<file path="config.mk">
export PLATFORM = sky130hd
export DESIGN_NAME = tick_timer_table
export DESIGN_NICKNAME = d
export VERILOG_FILES = /design/src/rtl/tick_timer_table.sv
export SDC_FILE = /design/constraint.sdc
export NUM_CORES = 1
export LEC_CHECK = 0
export ABC_CLOCK_PERIOD_IN_PS = 9200
export BUFFER_PORTS_ARGS = -buffer_cell sky130_fd_sc_hd__buf_4
export CAP_MARGIN = 20
export CORE_MARGIN = 1.5
export CORE_UTILIZATION = 55
export DETAILED_ROUTE_END_ITERATION = 8
export GPL_TIMING_DRIVEN = 0
export PLACE_DENSITY = 0.74
export SYNTH_ARGS = -nofsm -noshare
export SYNTH_HDL_FRONTEND = slang
export SYNTH_SLANG_ARGS = --single-unit
</file>
<file path="constraint.sdc">
create_clock -name clk_i -period 9.2 [get_ports clk_i]
set_input_delay 1.84 -clock clk_i [delete_from_list [all_inputs] [get_ports clk_i]]
set_output_delay 1.84 -clock clk_i [all_outputs]
set_load 0.005 [all_outputs]
</file>
<file path="src/rtl/tick_timer_table.sv">
module tick_timer_table #(
  parameter int NT    = 16,
  parameter int CNT_W = 16,
  parameter int OVR_W = 8
) (
  input  logic        clk_i,
  input  logic        rst_ni,
  input  logic        tick_i,
  input  logic        cmd_valid_i,
  input  logic [31:0] cmd_word_i,
  input  logic        reg_wr_i,
  input  logic [1:0]  reg_addr_i,
  input  logic [15:0] reg_wdata_i,
  output logic [15:0] reg_rdata_o,
  output logic        irq_o
);
  localparam int IW = $clog2(NT);
  localparam logic [IW-1:0] LAST = IW'(NT - 1);

  logic [CNT_W-1:0] per_q [NT];
  logic [CNT_W-1:0] cur_q [NT];
  logic [NT-1:0]    en_q, rs_q, ev_q, mask_q, ev_set, clr;
  logic             busy_q, gie_q, eng_q;
  logic [IW-1:0]    idx_q;
  logic [15:0]      scan_cnt_q;
  logic [OVR_W-1:0] ovr_q;

  logic             pend_q, pend_en_q, pend_rs_q;
  logic [IW-1:0]    pend_idx_q;
  logic [CNT_W-1:0] pend_per_q;
  logic             apply, start, hit;
  logic [CNT_W-1:0] cur_rd;
  logic             unused_bits;

  assign unused_bits = ^cmd_word_i[29:20];
  assign apply  = pend_q && !busy_q;
  assign start  = tick_i && eng_q && !busy_q;
  assign cur_rd = cur_q[idx_q];
  assign hit    = busy_q && en_q[idx_q] && (cur_rd == CNT_W'(1));
  assign ev_set = hit ? (NT'(1) << idx_q) : '0;
  assign clr    = (reg_wr_i && reg_addr_i == 2'd0) ? reg_wdata_i[NT-1:0] : '0;
  assign irq_o  = gie_q && |(ev_q & mask_q);

  always_comb begin
    case (reg_addr_i)
      2'd0:    reg_rdata_o = 16'(ev_q);
      2'd1:    reg_rdata_o = 16'(mask_q);
      2'd2:    reg_rdata_o = scan_cnt_q;
      default: reg_rdata_o = {ovr_q, 6'b0, eng_q, gie_q};
    endcase
  end

  always_ff @(posedge clk_i or negedge rst_ni) begin
    if (!rst_ni) begin
      pend_q     <= 1'b0;
      pend_en_q  <= 1'b0;
      pend_rs_q  <= 1'b0;
      pend_idx_q <= '0;
      pend_per_q <= '0;
    end else if (cmd_valid_i) begin
      pend_q     <= 1'b1;
      pend_en_q  <= cmd_word_i[31];
      pend_rs_q  <= cmd_word_i[30];
      pend_idx_q <= cmd_word_i[16 +: IW];
      pend_per_q <= cmd_word_i[CNT_W-1:0];
    end else if (apply) begin
      pend_q <= 1'b0;
    end
  end

  always_ff @(posedge clk_i) begin
    if (apply) begin
      per_q[pend_idx_q] <= pend_per_q;
      cur_q[pend_idx_q] <= pend_per_q;
    end else if (busy_q && en_q[idx_q]) begin
      cur_q[idx_q] <= hit ? per_q[idx_q] : cur_rd - CNT_W'(1);
    end
  end

  always_ff @(posedge clk_i or negedge rst_ni) begin
    if (!rst_ni) begin
      en_q <= '0;
      rs_q <= '0;
    end else if (apply) begin
      en_q[pend_idx_q] <= pend_en_q;
      rs_q[pend_idx_q] <= pend_rs_q;
    end else if (hit && !rs_q[idx_q]) begin
      en_q[idx_q] <= 1'b0;
    end
  end

  always_ff @(posedge clk_i or negedge rst_ni) begin
    if (!rst_ni) begin
      busy_q     <= 1'b0;
      idx_q      <= '0;
      scan_cnt_q <= '0;
      ovr_q      <= '0;
    end else begin
      if (start) begin
        busy_q <= 1'b1;
        idx_q  <= '0;
      end else if (busy_q) begin
        if (idx_q == LAST) begin
          busy_q     <= 1'b0;
          scan_cnt_q <= scan_cnt_q + 16'd1;
        end else begin
          idx_q <= idx_q + 1'b1;
        end
      end
      if (busy_q && tick_i && eng_q) ovr_q <= ovr_q + 1'b1;
    end
  end

  always_ff @(posedge clk_i or negedge rst_ni) begin
    if (!rst_ni) begin
      ev_q   <= '0;
      mask_q <= '0;
      gie_q  <= 1'b0;
      eng_q  <= 1'b0;
    end else begin
      ev_q <= (ev_q & ~clr) | ev_set;
      if (reg_wr_i && reg_addr_i == 2'd1) mask_q <= reg_wdata_i[NT-1:0];
      if (reg_wr_i && reg_addr_i == 2'd3) begin
        gie_q <= reg_wdata_i[0];
        eng_q <= reg_wdata_i[1];
      end
    end
  end

  p_oneshot_off_r3: assert property (@(posedge clk_i) disable iff (!rst_ni)
    (hit && !rs_q[idx_q] && !apply) |=> !en_q[$past(idx_q)]);

  p_scan_ends_r4: assert property (@(posedge clk_i) disable iff (!rst_ni)
    (busy_q && idx_q == LAST) |=> !busy_q);

  p_count_at_end_r4: assert property (@(posedge clk_i) disable iff (!rst_ni)
    !$stable(scan_cnt_q) |-> $fell(busy_q));

  p_overrun_r5: assert property (@(posedge clk_i) disable iff (!rst_ni)
    (busy_q && tick_i && eng_q && idx_q != LAST) |=> (busy_q && ovr_q == $past(ovr_q) + 1'b1));

  p_cmd_held_r6: assert property (@(posedge clk_i) disable iff (!rst_ni)
    (cmd_valid_i && busy_q && idx_q != LAST) |=> (pend_q && busy_q));

  p_evt_sticky_r7: assert property (@(posedge clk_i) disable iff (!rst_ni)
    !(reg_wr_i && reg_addr_i == 2'd0) |=> ((ev_q & $past(ev_q)) == $past(ev_q)));

  p_set_wins_r8: assert property (@(posedge clk_i) disable iff (!rst_ni)
    (ev_set != '0) |=> ((ev_q & $past(ev_set)) == $past(ev_set)));

  p_irq_gated_r10: assert property (@(posedge clk_i) disable iff (!rst_ni)
    (!gie_q || mask_q == '0) |-> !irq_o);
endmodule

</file>
Yosys cells after proc, flatten, opt, wreduce, memory -nomap -nowiden
Memories as Yosys holds them, arrays and structs flattened.
Index checks and enable logic that the tools add are counted.
{"block": "totals", "reg_bits": 118, "rom_bits": 0, "ram_bits": 512, "latch_bits": 0, "input_bits": 55, "memories": 2, "word_cells": 95, "out_inout_bits": 17}
{"memory": "cur_q", "depth": 16, "word_bits": 16, "rd": 1, "rd_ports_with_merged_regs": 0, "wr": 1, "line": "21", "text": "logic [CNT_W-1:0] cur_q [NT];"}
{"memory": "per_q", "depth": 16, "word_bits": 16, "rd": 1, "rd_ports_with_merged_regs": 0, "wr": 1, "line": "20", "text": "logic [CNT_W-1:0] per_q [NT];"}
{"block": "op_classes", "bitwise_logic": 7, "addsub": 4, "mux": 32, "n_reduce_logical": 24, "n_lt_le_gt_ge": 4, "div": 0, "multipliers": 0, "shifts": 1, "eq_ne": 6}
{"cell": "2-to-1 mux 16 bit", "n": 6}
{"cell": "bitwise AND 16 bit", "n": 3}
{"cell": "case mux 16 bit (3 select lines)", "n": 1}
{"cell": "bitwise mux 16 bit", "n": 2}
{"cell": "NOT 16 bit", "n": 2}
{"cell": "OR reduction 16 bit", "n": 2}
{"cell": "adder 16 x 1 -> 16 bit (second input constant)", "n": 1}
{"cell": "equality test 16 x 1 -> 1 bit (second input constant)", "n": 1}
{"cell": "2-to-1 mux 4 bit", "n": 4}
{"cell": "bitwise OR 16 bit", "n": 1}
{"cell": "<< shifter 1 x 4 -> 16 bit (first input constant)", "n": 1}
{"cell": "subtractor 16 x 1 -> 16 bit (second input constant)", "n": 1}
{"cell": "2-to-1 mux 1 bit", "n": 15}
{"cell": "logical AND 1 bit", "n": 14}
{"cell": "less-than comparator 4 x 5 -> 1 bit (second input constant)", "n": 2}
{"cell": "adder 8 x 1 -> 8 bit (second input constant)", "n": 1}
{"cell": "binary-select mux 1 bit (select 4 bit)", "n": 2}
{"cell": "demux 1 bit (select 4 bit)", "n": 2}
{"cell": ">= comparator 4 x 1 -> 1 bit (second input constant)", "n": 2}
{"cell": "nonzero test 2 bit", "n": 3}
{"cell": "adder 4 x 1 -> 4 bit (second input constant)", "n": 1}
{"cell": "equality test 2 bit (second input constant)", "n": 2}
{"cell": "equality test 4 bit (second input constant)", "n": 1}
{"cell": "AND reduction 3 bit", "n": 1}
{"cell": "other kinds (6)", "n": 7}

Depth between registers and ports, before layout
Gate-level depths: netlist of run 1.
{"block": "depth", "word_depth": 8, "mapped_depth": 16, "ltp_nobuf": 10}

Worst setup path before layout of run 1
OpenSTA, ideal clock, no wires.
{"block": "synth_path", "path_kind": "input port to output port", "from": "in reg_addr_i[0]", "to": "out reg_rdata_o[15]", "path_buffers": 2, "arrival_ns": 3.170, "path_stages": 3, "required_ns": 7.360, "slack_ns": 4.190, "path_cell_list": "clkbuf_1 > clkbuf_1 > mux4_2"}
{"block": "synth_via", "elab_chain_len": 2, "elab_cells_between_ends": 4}
{"element": "start, declared", "line": "12", "text": "input logic [1:0] reg_addr_i,"}
{"element": "equality test 2 bit (tied with other cells)", "line": "45", "text": "case (reg_addr_i)"}
{"element": "case mux 16 bit (3 select lines) *", "line": "45"}
{"element": "end, declared", "line": "14", "text": "output logic [15:0] reg_rdata_o,"}
Mark *: on every way between the ends. The rest lies on a longest branch, timed or not.

Worst setup path after layout of run 1
{"block": "layout_path", "from": "in reg_addr_i[0]", "to": "out reg_rdata_o[3]"}
Same word-level chain as after synthesis.

==> reports/summary.md, run 1 <==
The number of synthesized flops with an enable pin was 512; the DRC violation count after routing was 0. Grouping stages by cell kind, the critical path spends the most delay in buffers and inverters. Timing would allow up to 173 MHz.

Counting every net in the synthesized netlist gives 1,475. The critical path arrival came out at 3.95 ns. The run gives 41.5% as the sequential fraction of design power. Summing the areas of all compound-gate instances in the mapped netlist gives 3.90% of the synthesized area. Synthesis instantiated 59 different standard cells from the library.

The worst supply voltage drop on vdd is 0.000238 V, and the share of synthesized cell area in full adder, half adder and majority cells is 0.484%. Net switching is 32.6% of the power. Buffers added to address setup during post-CTS repair amount to 0. In the synthesized netlist the async set-or-reset flop fraction comes to 18.7%. Counting along the longest clock path gives a buffer depth of 3. The flow ran to the end, and the final reports show no timing, DRC or antenna violations. The clock arrives with 0.0252 ns of skew.

The internal portion of the total power is 0.00692 W. The number of buffers and inverters on the critical path is 4. The worst setup path is launched from a primary input. Entering global routing, the biggest net connects 76 pins.

The top cell type's share of synthesized area was 59.4%; the total wire length after detailed routing was 64.6 mm. In this run the worst path has a maximum fanout of 10. The initial antenna violation count came out at 1. The classification of the worst-slack hold path is flip-flop to flip-flop. After Yosys synthesis, and, or, nand and nor cells account for 4.56% of the synthesized area. The HPWL reported at the end of detailed placement is 42.0 mm, and the core region area is 46,500 um2. The synthesis-to-layout area growth is 15.2%. For this design the top-level I/O count stands at 72. Power spread over the standard cell area amounts to 345 nW/um2.

The setup path with the least slack is of type primary input to output pin. By area the synthesized netlist is led by sky130_fd_sc_hd__edfxtp_1 59%, sky130_fd_sc_hd__mux4_2 13%, sky130_fd_sc_hd__dfrtp_1 11%. The total congestion overflow was 0.

Power comes to 0.0103 W. Flip-flop cell with the highest count after synthesis: sky130_fd_sc_hd__edfxtp_1. The run gives 3,140 as the fill cell instance count of the final layout.

In this design, the stage delay of the slowest critical-path cell is 0.60 ns. The remaining max-slew budget at the tightest pin was 25.2%; the sequential fraction of the synthesis area was 70.9%. The accumulated negative setup slack is 0 ns, and the number of gates resized after cts is 0.

In this run, CTS created clock tree buffers numbering 61. The die outline area is 48,300 um2. Global routing used 27.8% of the available tracks. The H-tree generated during clock tree synthesis spans 2 levels. The initial core utilization came out at 55.7%. The logs give 0 for the count of final max-slew check failures and 33.5% for the part of the total power dissipated in combinational logic. The share of the clock period used by the worst path works out to 62.9%.

By area, the combinational part of the netlist is dominated by multiplexers. Number of global-route vias before repair: 15,000. The fraction of synthesized area in multiplexers is 17.1%, and the number of rows in the core area is 79. The weighted congestion reported at the end of routability-driven placement came out at 0.898. The tree is rooted in a sky130_fd_sc_hd__clkbuf_16.

At the end of the flow, the number of nets in the layout was 1,640. The tools report the proportion of power drawn by the clock network as 25.0%. The library cell used most frequently in the layout, excluding fill and tap cells, is sky130_fd_sc_hd__edfxtp_1. In this run the remaining antenna-violating nets after routing total 0.

Setup repair after global routing left no endpoint under its margin. After clock tree synthesis, the clock-pin slew on the worst setup and hold paths is 0.06 ns. The number of register bits inferred by synthesis is 630, and the iteration count of the initial detailed-routing pass is 5.

The worst path in the final design needs a cycle of 5.79 ns, including I/O delays and setup. The die is 220 um wide. A synthesized cell averages 18.3 um2.

Measured along the y axis, the die boundary spans 220 um. STA classifies the critical path endpoint as an output pin. The analysis attributes to cell leakage a power of 10.6 nW. The clock network latency to the later pin of the worst-skew pair is 0.64 ns, and the switching power is 0.00335 W. The fraction of layout instances using a drive strength above 1 was 27.7%. The number of DRC violations after detailed-routing iteration 0 is 1,593.

The cell area that synthesis handed to floorplanning was 25,900 um2. The count of buffers from port buffering came out at 61. The first global-routing pass estimated 95.7 mm of wire. The run gives 1,410 as the synthesized instance count.

The via density per instance came out at 6.50. The data required time at the worst endpoint was 7.36 ns. Yosys printed 0 warnings.

The average wire per standard cell was 28.9 um; the number of hold buffers added after cts was 0. The run gives 0 as the number of hold-slack violations in the final timing report. The clock net in this run drives a total of 630 sinks. Summed over all instances, the cell type with the most area after synthesis is sky130_fd_sc_hd__edfxtp_1. The share of the synthesized netlist area taken by xor and xnor gates was 1.12%.

The critical path goes through buf_4, clkbuf_1, clkbuf_1, nor2b_1, nand2_1, o21ai_0, buf_4. Leaving out fill and tap cells, the most frequent cells in the layout are 512 x sky130_fd_sc_hd__edfxtp_1, 169 x sky130_fd_sc_hd__nand2_1, 149 x sky130_fd_sc_hd__mux4_2. Across all layers, the routed design uses 14,500 vias. Max-cap violations in this run came to 0.

The transition time at the pin with the least slew margin works out to 1.12 ns. TritonCTS built the clock tree. The slowest stage of the critical path is the sky130_fd_sc_hd__clkbuf_1 cell. Setup violations remaining at the end of the flow were counted as 0.
-- routing by layer --
layer / routed length, um / up-vias / GRT usage [%] / part of all wire (%)
li1: - / 5977 / - / -
met1: 24700 / 7609 / 36.7 / 38
met2: 32500 / 778 / 46.1 / 50
met3: 5310 / 171 / 5.71 / 8.2
met4: 2110 / 0 / 9.84 / 3.3
met5: 0 / - / 0 / 0
-- sequential cells by signal, summed over array words and instances, names as in the netlist, 4 cells and up --
signal      count
cur_q         256
en_q           16
ev_q           16
idx_q           4
mask_q         16
ovr_q           8
pend_idx_q      4
pend_per_q     16
per_q         256
rs_q           16
scan_cnt_q     16
-- worst register-to-register path, cell delays in order (launching register included) --
cell	delay, ns
sky130_fd_sc_hd__dfrtp_1	0.38
sky130_fd_sc_hd__buf_4	0.24
sky130_fd_sc_hd__buf_4	0.25
sky130_fd_sc_hd__buf_2	0.38
sky130_fd_sc_hd__buf_2	0.36
sky130_fd_sc_hd__buf_2	0.39
sky130_fd_sc_hd__buf_2	0.34
sky130_fd_sc_hd__buf_2	0.36
sky130_fd_sc_hd__clkbuf_1	0.70
sky130_fd_sc_hd__mux4_2	0.43
sky130_fd_sc_hd__mux4_2	0.52
sky130_fd_sc_hd__mux2i_1	0.14
sky130_fd_sc_hd__a21boi_0	0.32
sky130_fd_sc_hd__buf_2	0.33
-- power groups by stage --
stage | registers [W] | clock network (W) | logic, W
detailed placement | 0.00431 | 0 | 0.00334
CTS | 0.00427 | 0.00259 | 0.00338
global route | 0.00430 | 0.00269 | 0.00366
finish | 0.00426 | 0.00256 | 0.00345
global placement | 0.00432 | 0 | 0.00307
floorplan | 0.00425 | 0 | 0.00218
-- stage by stage --
stage                     util [%]  area (um2)  setup slack (ns)  cells  hold slack (ns)
after floorplan                  -       25900              4.19   1410            0.437
after global placement        58.3       27100              1.43   2078            0.459
after detailed placement      59.6       27700              3.42   2115            0.465
after CTS                     64.0       29700              3.42   2231            0.480
after global routing          64.1       29800              3.19   2235            0.506
final                         64.1       29800              3.41   2236            0.484
-- Yosys cell counts, types with 11 or more instances --
library cell / instances
sky130_fd_sc_hd__a22oi_1: 39
sky130_fd_sc_hd__o21ai_0: 46
sky130_fd_sc_hd__buf_4: 11
sky130_fd_sc_hd__mux2i_1: 24
sky130_fd_sc_hd__dfrtp_1: 118
sky130_fd_sc_hd__nand3_1: 15
sky130_fd_sc_hd__inv_1: 24
sky130_fd_sc_hd__a21oi_1: 19
sky130_fd_sc_hd__mux4_1: 13
sky130_fd_sc_hd__mux4_2: 149
sky130_fd_sc_hd__a22o_1: 11
sky130_fd_sc_hd__mux2_2: 44
sky130_fd_sc_hd__buf_2: 16
sky130_fd_sc_hd__edfxtp_1: 512
sky130_fd_sc_hd__clkbuf_1: 28
sky130_fd_sc_hd__xnor2_1: 23
sky130_fd_sc_hd__nand2_1: 169
sky130_fd_sc_hd__nor2_1: 19
-- worst paths after layout --
path	startpoint	endpoint	slack (ns)	cells past startpoint
worst min-delay path	rs_q[11]$_DFFE_PN0P_	rs_q[11]$_DFFE_PN0P_	0.48	2
worst min register to register	rs_q[11]$_DFFE_PN0P_	rs_q[11]$_DFFE_PN0P_	0.48	2
worst max-delay path	reg_addr_i[0]	reg_rdata_o[3]	3.41	7
min in group asynchronous	rst_ni	pend_per_q[8]$_DFFE_PN0P_	1.13	1
max in group asynchronous	rst_ni	mask_q[2]$_DFFE_PN0P_	7.28	2
worst max register to register	idx_q[1]$_DFFE_PN0P_	cur_q[8][10]$_DFFE_PP_	3.81	13
-- layout make-up --
cell class	count	area (um2)	area share, %
antenna	1	2.50	0.00840
buffer	71	409	1.37
clock buffer	71	1570	5.28
clock inverter	45	489	1.64
inverter	25	93.8	0.315
multi-input combinational	684	7150	24.0
sequential	630	18300	61.5
tap	607	759	2.55
timing repair buffer	102	983	3.30
-- kinds of logic (layout without fill, tap and decap cells) --
kind of cell | after synthesis | after routing
buffers and inverters | 96 | 314
XOR/XNOR | 33 | 33
AND/OR/NAND/NOR | 258 | 258
multiplexers | 230 | 230
AO/OA/AOI/OAI | 153 | 153
flip-flops | 630 | 630
other | 0 | 1
adder cells (fa/ha/maj) | 10 | 10
Power figures use the tool's default switching activity.
==> run 2: changes to the inputs <==
--- a/config.mk
+++ b/config.mk
@@ -5,14 +5,14 @@
 export SDC_FILE = /design/constraint.sdc
 export NUM_CORES = 1
 export LEC_CHECK = 0
-export ABC_CLOCK_PERIOD_IN_PS = 9200
+export ABC_CLOCK_PERIOD_IN_PS = 5200
 export BUFFER_PORTS_ARGS = -buffer_cell sky130_fd_sc_hd__buf_4
 export CAP_MARGIN = 20
 export CORE_MARGIN = 1.5
 export CORE_UTILIZATION = 55
 export DETAILED_ROUTE_END_ITERATION = 8
 export GPL_TIMING_DRIVEN = 0
-export PLACE_DENSITY = 0.74
+export PLACE_DENSITY = 0.76
 export SYNTH_ARGS = -nofsm -noshare
 export SYNTH_HDL_FRONTEND = slang
 export SYNTH_SLANG_ARGS = --single-unit
==> constraint.sdc (replaced) <==
create_clock -name clk_i -period 5.2 [get_ports clk_i]
set_input_delay 1.04 -clock clk_i [delete_from_list [all_inputs] [get_ports clk_i]]
set_output_delay 1.04 -clock clk_i [all_outputs]
set_load 0.005 [all_outputs]
==> run 2 against run 1 <==
Against the previous run: via count barely moved; largest power group unchanged; non-clock buffer count shrank 4; combinational power up 77%; worst hold slack worse by 0.18 ns; design area about the same; critical path depth rose by 2; flip-flop and latch count stayed put.
==> reports/summary.md, run 2 (same netlist as run 1, synthesis figures left out) <==
The number of hold-slack violations in the final timing report was 0 (unchanged). Clock sink total: 630 (unchanged). The number of violations of the max-capacitance limit is 0 (unchanged), and the remaining max-slew budget at the tightest pin is 22.9% (was 25.2%). The class of the most critical setup path is flip-flop to flip-flop (was primary input to output pin).

Clock transition at the registers of the reported paths: 0.06 ns (about the same). The number of cells on the worst reg-to-reg path is 9 (was 13), and the clock skew after layout is 0.0363 ns (was 0.0252 ns). The number of global-route vias before repair was 14,800 (was 15,000). The logs give 197 MHz for the achievable clock frequency and 0.13 ns (was 3.81 ns) for the register-to-register path setup slack. Reg-to-reg startpoint: idx_q[2]$_DFFE_PN0P_ (was idx_q[1]$_DFFE_PN0P_). For the number of clock buffers inserted by TritonCTS, the log shows 61 (unchanged).

The global-route track usage on met1 came out at 37.1% (was 36.7%). Total wire length after detailed routing: 64.8 mm (was 64.6 mm). The synthesis-to-layout area growth was 15.1% (was 15.2%); the area used by multi-input combinational logic was 7190 um2 (was 7150 um2).

Sequential standard cell area: 18,300 um2 (unchanged). Setup repair after global routing left no endpoint under its margin. TritonCTS built the clock tree. HPWL reported at the end of detailed placement: 41.9 mm (was 42.0 mm). The routing layer with the top usage in global route is met2 (unchanged). Number of DRC violations after detailed-routing iteration 0: 1,785 (was 1,593).

Number of placed I/O pins: 72 (unchanged). The share of the clock period used by the worst path was 97.5%. The tools report the iteration count of the initial detailed-routing pass as 6 (was 5).

All-layer global routing usage: 27.8% (about the same). The met2 usage in global routing is 47.2% (was 46.1%). The most common cell after layout, fill and taps aside is sky130_fd_sc_hd__edfxtp_1 (unchanged). Highest-count cells in the layout ignoring fill and taps: 512 x sky130_fd_sc_hd__edfxtp_1, 169 x sky130_fd_sc_hd__nand2_1, 149 x sky130_fd_sc_hd__mux4_2 (unchanged).

For the non-filler instance count after layout, the log shows 2,230 (was 2,236). The logs give 0 (unchanged) for the number of setup buffers added after CTS and 0 (was 1) for the number of diodes added for antenna fixing. Pre-CTS setup slack: -0.154 ns (was 3.42 ns). The count of buffers from port buffering came out at 61 (unchanged).

The width of the die works out to 220 um (unchanged). The minimum clock period came out at 5.07 ns. Cell at the root of the clock tree: sky130_fd_sc_hd__clkbuf_16 (unchanged). Weighted congestion reported at the end of routability-driven placement: 0.890 (was 0.898). The die extent in y was 220 um (unchanged). The run gives 55.7% (unchanged) as the initial core utilization. Power consumption: 0.0181 W (was 0.0103 W).

The logs give 0.64 ns (about the same) for the clock network latency to the later pin of the worst-skew pair and 1,636 (was 1,640) for the number of nets at the end of the flow. The run gives 0 (unchanged) as the number of antenna-violating nets in the routed design. The vias after detailed routing was 14,500 (about the same). The number of rows in the core area was 79 (unchanged). The tools report the worst supply voltage drop on vdd as 0.000417 V (was 0.000238 V).

The power density relative to cell area came out at 606 nW/um2 (was 345 nW/um2). The element type at the critical path start was a flip-flop (was a primary input). For the maximum number of pins on one net before global-route repair, the log shows 78 (was 76). The run gives 64.1% (about the same) as the final core utilization. The tools report the worst reg2reg path endpoint as cur_q[8][3]$_DFFE_PP_ (was cur_q[8][10]$_DFFE_PP_). For the data required time at the worst endpoint, the log shows 5.52 ns (was 7.36 ns). The run gives 0.130 ns (was 3.41 ns) as the post-layout worst setup margin.

Global routing met3 resource utilization: 4.44% (was 5.71%). The count of H-tree levels built during CTS is 2 (unchanged). Largest registers: cur_q (256), per_q (256) (unchanged).

The DRC violation count after routing was 0 (unchanged). The post-route worst hold slack is 0.305 ns (was 0.484 ns), and the total congestion overflow is 0 (unchanged). The wire length of the first global-routing pass came out at 96.3 mm (was 95.7 mm). The fraction of layout instances using a drive strength above 1 came out at 28.2% (was 27.7%).

Critical path capture point type: a flip-flop (was an output pin). The die outline area was 48,300 um2 (unchanged); the number of buffers between clock root and the deepest sink was 3 (unchanged). The critical path arrival is 5.39 ns (was 3.95 ns).

The logs give 0 (unchanged) for the number of setup violations in the final report and 0 (was 1) for the initial antenna violation count. Largest driver fanout on the critical path: 10 (unchanged). The average wire per standard cell was 29.1 um (was 28.9 um). Leakage dissipation: 10.6 nW (about the same).

The count of final max-slew check failures was 0 (unchanged); the number of hold buffers added after cts was 0 (unchanged). Number of placed cells counting well taps: 2,113 (was 2,115). Classification of the worst-slack hold path: primary input to async pin (was flip-flop to flip-flop). The via density per instance came out at 6.52 (was 6.50). The run finished with clean final reports. The transition time at the pin with the least slew margin was 1.15 ns (was 1.12 ns).

For the fill cell instance count of the final layout, the log shows 3,140 (unchanged). The core region area came out at 46,500 um2 (unchanged).
==> run 2: cell types whose count changed in the layout (fill, tap and decap cells not counted), moves of 3 or more <==
cell                        previous run  this run
sky130_fd_sc_hd__buf_1                 7         3
sky130_fd_sc_hd__clkbuf_4              1         4
sky130_fd_sc_hd__buf_4                87        84
sky130_fd_sc_hd__clkinv_1             11         4
sky130_fd_sc_hd__o21ai_0              35        32
sky130_fd_sc_hd__clkbuf_2              0         5
sky130_fd_sc_hd__clkbuf_8              2        10
sky130_fd_sc_hd__bufinv_16             9         3
==> run 2: repair_timing <==
item                                   4_1_cts  5_1_grt
endpoints found under the hold margin        0        0
setup endpoints to repair                   45       98
gates resized for setup                      4       12
==> run 2: through the flow <==
stage / setup TNS, ns / area (um2)
3_3_place_gp: -422.38 / 27100
3_5_place_dp: -3.27 / 27700
5_1_grt: 0 / 29800
2_1_floorplan: 0 / 25900
4_1_cts: 0 / 29700
6_report: 0 / 29800
==> run 2: power by group <==
part / switching [W] / total, W / internal [W]
logic: 0.00369 / 0.00609 / 0.00240
registers: 0.000325 / 0.00754 / 0.00721
clock network: 0.00189 / 0.00443 / 0.00254
==> run 2: worst max-delay path by stage <==
stage,startpoint,cells past startpoint,end
after global routing,idx_q[2]$_DFFE_PN0P_,9,cur_q[8][3]$_DFFE_PP_
after CTS,idx_q[1]$_DFFE_PN0P_,12,cur_q[6][5]$_DFFE_PP_
after detailed placement,idx_q[0]$_DFFE_PN0P_,16,cur_q[15][9]$_DFFE_PP_
after global placement,idx_q[2]$_DFFE_PN0P_,7,cur_q[8][3]$_DFFE_PP_
final,idx_q[2]$_DFFE_PN0P_,9,cur_q[8][3]$_DFFE_PP_
after floorplan,idx_q[2]$_DFFE_PN0P_,7,cur_q[0][0]$_DFFE_PP_
==> run 2: critical path, stage by stage (launching register included) <==
cell and delay [ns]:
sky130_fd_sc_hd__dfrtp_1 0.39, sky130_fd_sc_hd__buf_4 0.20, sky130_fd_sc_hd__clkbuf_1 0.32, sky130_fd_sc_hd__clkinv_1 0.37
sky130_fd_sc_hd__buf_1 0.81, sky130_fd_sc_hd__clkbuf_1 0.78, sky130_fd_sc_hd__nand2_1 0.63, sky130_fd_sc_hd__o41ai_2 0.79
sky130_fd_sc_hd__buf_4 0.30, sky130_fd_sc_hd__buf_6 0.16
==> run 2: routing by layer <==
layer  vias to the layer above  wire, um
met4                         0      2100
met5                         -         0
met3                       157      5440
li1                       5977         -
met1                      7588     24500
met2                       815     32800
==> run 2: cell type report <==
cell class,instances,share of cell area (%)
clock inverters,26,0.865
well taps,607,2.55
clock buffers,89,5.99
flip-flops and latches,630,61.5
plain buffers,71,1.40
multi-input cells,684,24.1
repair buffers,98,3.21
inverters,25,0.315
==> run 3: changes to the inputs <==
--- a/config.mk
+++ b/config.mk
@@ -10,6 +10,7 @@
 export CAP_MARGIN = 20
 export CORE_MARGIN = 1.5
 export CORE_UTILIZATION = 55
+export CTS_BUF_LIST = sky130_fd_sc_hd__clkbuf_8
 export DETAILED_ROUTE_END_ITERATION = 8
 export GPL_TIMING_DRIVEN = 0
 export PLACE_DENSITY = 0.76
==> run 3 against run 2 <==
Against the previous run: global-route usage fell by 0.50 points; worst hold slack got worse by 0.072 ns; combinational power fell by 1%; flip-flop and latch count did not move; count of clock-buffer cells in the layout rose by 11; die area did not move; critical path depth rose by 2; cell count rose by 2.9%; total power fell by 3.7%; first-iteration DRC count fell by 5.2%; wire length fell by 2.3%; non-clock buffer count did not move.
==> reports/summary.md, run 3 (same netlist as run 1, synthesis figures left out) <==
The flow ran to the end, and the final reports show no timing, DRC or antenna violations. Transition time at the pin with the least slew margin: 1.12 ns (was 1.15 ns). The run gives 0 ns (unchanged) as the accumulated negative setup slack. The minimum clock period came out at 5.07 ns (about the same). For the achievable clock frequency, the log shows 197 MHz (about the same). Element type at the critical path start: a flip-flop (unchanged). The clock network latency to the later pin of the worst-skew pair came out at 0.71 ns (was 0.64 ns).

The tools report the count of H-tree levels built during CTS as 3 (was 2). For the number of setup buffers added after CTS, the log shows 0 (unchanged). Critical path capture point type: a flip-flop (unchanged).

The via density per instance is 6.38 (was 6.52). The non-filler instance count after layout is 2,295 (was 2,230). The fill cell instance count of the final layout is 3,208 (was 3,140), and the data required time at the worst endpoint is 5.59 ns (was 5.52 ns). Setup repair after global routing left no endpoint under its margin. The number of cells on the worst reg-to-reg path came out at 11 (was 9).

For the number of gates resized after cts, the log shows 3 (was 4). The tools report the clock skew after layout as 0.0309 ns (was 0.0363 ns). The DRC violation count after routing came out at 0 (unchanged). The classification of the worst-slack hold path is primary input to async pin (unchanged). The count of final max-slew check failures is 0 (unchanged).

The leakage dissipation is 10.7 nW (was 10.6 nW). The largest driver fanout on the critical path is 10 (unchanged). The number of setup violations in the final report came out at 0 (unchanged). The die extent in y was 220 um (unchanged). The detailed-route wire length on metal 1 is 24.5 mm (about the same). The die outline area came out at 48,300 um2 (unchanged).

For the met3 routed wirelength, the log shows 5.34 mm (was 5.44 mm). The most common cell after layout, fill and taps aside was sky130_fd_sc_hd__edfxtp_1 (unchanged). The weighted congestion reported at the end of routability-driven placement was 0.890 (unchanged); the share of the clock period used by the worst path was 97.5% (about the same). The tools report the number of DRC violations after detailed-routing iteration 0 as 1,692 (was 1,785). The fraction of layout instances using a drive strength above 1 came out at 28.1% (was 28.2%). The clock transition at the registers of the reported paths works out to 0.06 ns (about the same). TritonCTS built the clock tree.

The power density relative to cell area is 589 nW/um2 (was 606 nW/um2), and the worst supply voltage drop on vdd is 0.000401 V (was 0.000417 V). The cell at the root of the clock tree was sky130_fd_sc_hd__clkbuf_8 (was sky130_fd_sc_hd__clkbuf_16). For the number of clock buffers inserted by TritonCTS, the log shows 97 (was 61). Largest registers: cur_q (256), per_q (256) (unchanged). The vias after detailed routing is 14,600 (was 14,500), and the number of antenna-violating nets in the routed design is 0 (unchanged). The logs give 0 (unchanged) for the total congestion overflow and 79 (unchanged) for the number of rows in the core area.

For the clock sink total, the log shows 630 (unchanged). The tools report the remaining max-slew budget at the tightest pin as 25.2% (was 22.9%). Maximum number of pins on one net before global-route repair: 78 (unchanged). The logs give 14,900 (was 14,800) for the number of global-route vias before repair and 27.3% (was 27.8%) for the all-layer global routing usage. The number of placed I/O pins is 72 (unchanged). Met2 wire length: 31.5 mm (was 32.8 mm). The initial antenna violation count came out at 1 (was 0).

The tools report the critical path arrival as 5.46 ns (was 5.39 ns). The topmost layer with routed signal wires is met4 (unchanged). The class of the most critical setup path is flip-flop to flip-flop (unchanged). The width of the die was 220 um (unchanged). The wire length of the first global-routing pass was 94.3 mm (was 96.3 mm). For the number of violations of the max-capacitance limit, the log shows 0 (unchanged). The tools report the iteration count of the initial detailed-routing pass as 6 (unchanged). The number of buffers between clock root and the deepest sink came out at 3 (unchanged). Highest-count cells in the layout ignoring fill and taps: 512 x sky130_fd_sc_hd__edfxtp_1, 169 x sky130_fd_sc_hd__nand2_1, 149 x sky130_fd_sc_hd__mux4_2 (unchanged). The count of buffers from port buffering is 61 (unchanged), and the HPWL reported at the end of detailed placement is 41.9 mm (unchanged).

Core region area: 46,500 um2 (unchanged). For the number of nets at the end of the flow, the log shows 1,672 (was 1,636). The run gives 0 (unchanged) as the number of hold-slack violations in the final timing report. For the initial core utilization, the log shows 55.7% (unchanged). The synthesis-to-layout area growth was 14.0% (was 15.1%). The average wire per standard cell is 27.6 um (was 29.1 um), and the number of placed cells counting well taps is 2,113 (unchanged). The number of hold buffers added after cts was 0 (unchanged); the post-route worst hold slack was 0.234 ns (was 0.305 ns). The total wire length after detailed routing was 63.3 mm (was 64.8 mm).
[run 3: changes by cell type in the layout (fill, tap and decap cells not counted), moves of 2 or more]
| cell | previous run | this run |
|---|---|---|
| sky130_fd_sc_hd__clkbuf_16 | 63 | 0 |
| sky130_fd_sc_hd__clkinv_1 | 4 | 21 |
| sky130_fd_sc_hd__clkbuf_8 | 10 | 100 |
| sky130_fd_sc_hd__inv_12 | 0 | 2 |
| sky130_fd_sc_hd__clkinv_2 | 14 | 8 |
| sky130_fd_sc_hd__inv_1 | 24 | 67 |
| sky130_fd_sc_hd__clkbuf_4 | 4 | 1 |
| sky130_fd_sc_hd__buf_16 | 8 | 6 |
| sky130_fd_sc_hd__clkbuf_1 | 39 | 26 |
[run 3: area by class of cell]
cell class	instances	area [um2]	share of cell area (%)
Buffer	71	415	1.41
Timing Repair Buffer	98	936	3.17
Multi-Input combinational cell	684	7180	24.3
Antenna cell	1	2.50	0.00848
Clock inverter	79	409	1.39
Clock buffer	100	1380	4.67
Inverter	25	93.8	0.318
Sequential cell	630	18300	62.1
Tap cell	607	759	2.57
[run 3: worst paths after layout]
path	slack, ns	startpoint	end
max	0.13	idx_q[1]$_DFFE_PN0P_	cur_q[15][9]$_DFFE_PP_
min	0.23	rst_ni	pend_per_q[7]$_DFFE_PN0P_
max reg2reg	0.13	idx_q[1]$_DFFE_PN0P_	cur_q[15][9]$_DFFE_PP_
min reg2reg	0.48	rs_q[13]$_DFFE_PN0P_	rs_q[13]$_DFFE_PN0P_
max in group asynchronous	4.15	rst_ni	mask_q[6]$_DFFE_PN0P_
min in group clk_i	0.48	rs_q[13]$_DFFE_PN0P_	rs_q[13]$_DFFE_PN0P_
[run 3: worst max-delay path, cell delays in order, from the launching register on]
cell and delay [ns]:
sky130_fd_sc_hd__dfrtp_1 0.39, sky130_fd_sc_hd__buf_4 0.23, sky130_fd_sc_hd__buf_4 0.24, sky130_fd_sc_hd__buf_2 0.35, sky130_fd_sc_hd__buf_2 0.33, sky130_fd_sc_hd__buf_2 0.37, sky130_fd_sc_hd__buf_2 0.32, sky130_fd_sc_hd__buf_2 0.33
sky130_fd_sc_hd__buf_1 0.69, sky130_fd_sc_hd__nand3_1 0.47, sky130_fd_sc_hd__o21ai_2 0.76, sky130_fd_sc_hd__buf_8 0.24
[run 3: power by group]
| part | internal, W | switching (W) |
|---|---|---|
| Clock | 0.00190 | 0.00192 |
| Combinational | 0.00238 | 0.00365 |
| Sequential | 0.00721 | 0.000317 |
[run 3: per-stage QoR]
step	utilization (%)	power (W)	instance area [um2]	setup WS (ns)
global route	63.5	0.0181	29500	0.00279
finish	63.5	0.0174	29500	0.129
global placement	58.3	0.0130	27100	-3.03
floorplan	-	0.0114	25900	0.851
detailed placement	59.5	0.0136	27700	-0.154
CTS	63.4	0.0173	29500	0.0777
[run 3: per-layer routing]
metal | vias up | global-route usage [%]
met2 | 779 | 45.1
met1 | 7631 | 36.7
met4 | 0 | 9.27
met5 | - | 0
met3 | 174 | 5.58
li1 | 6049 | -
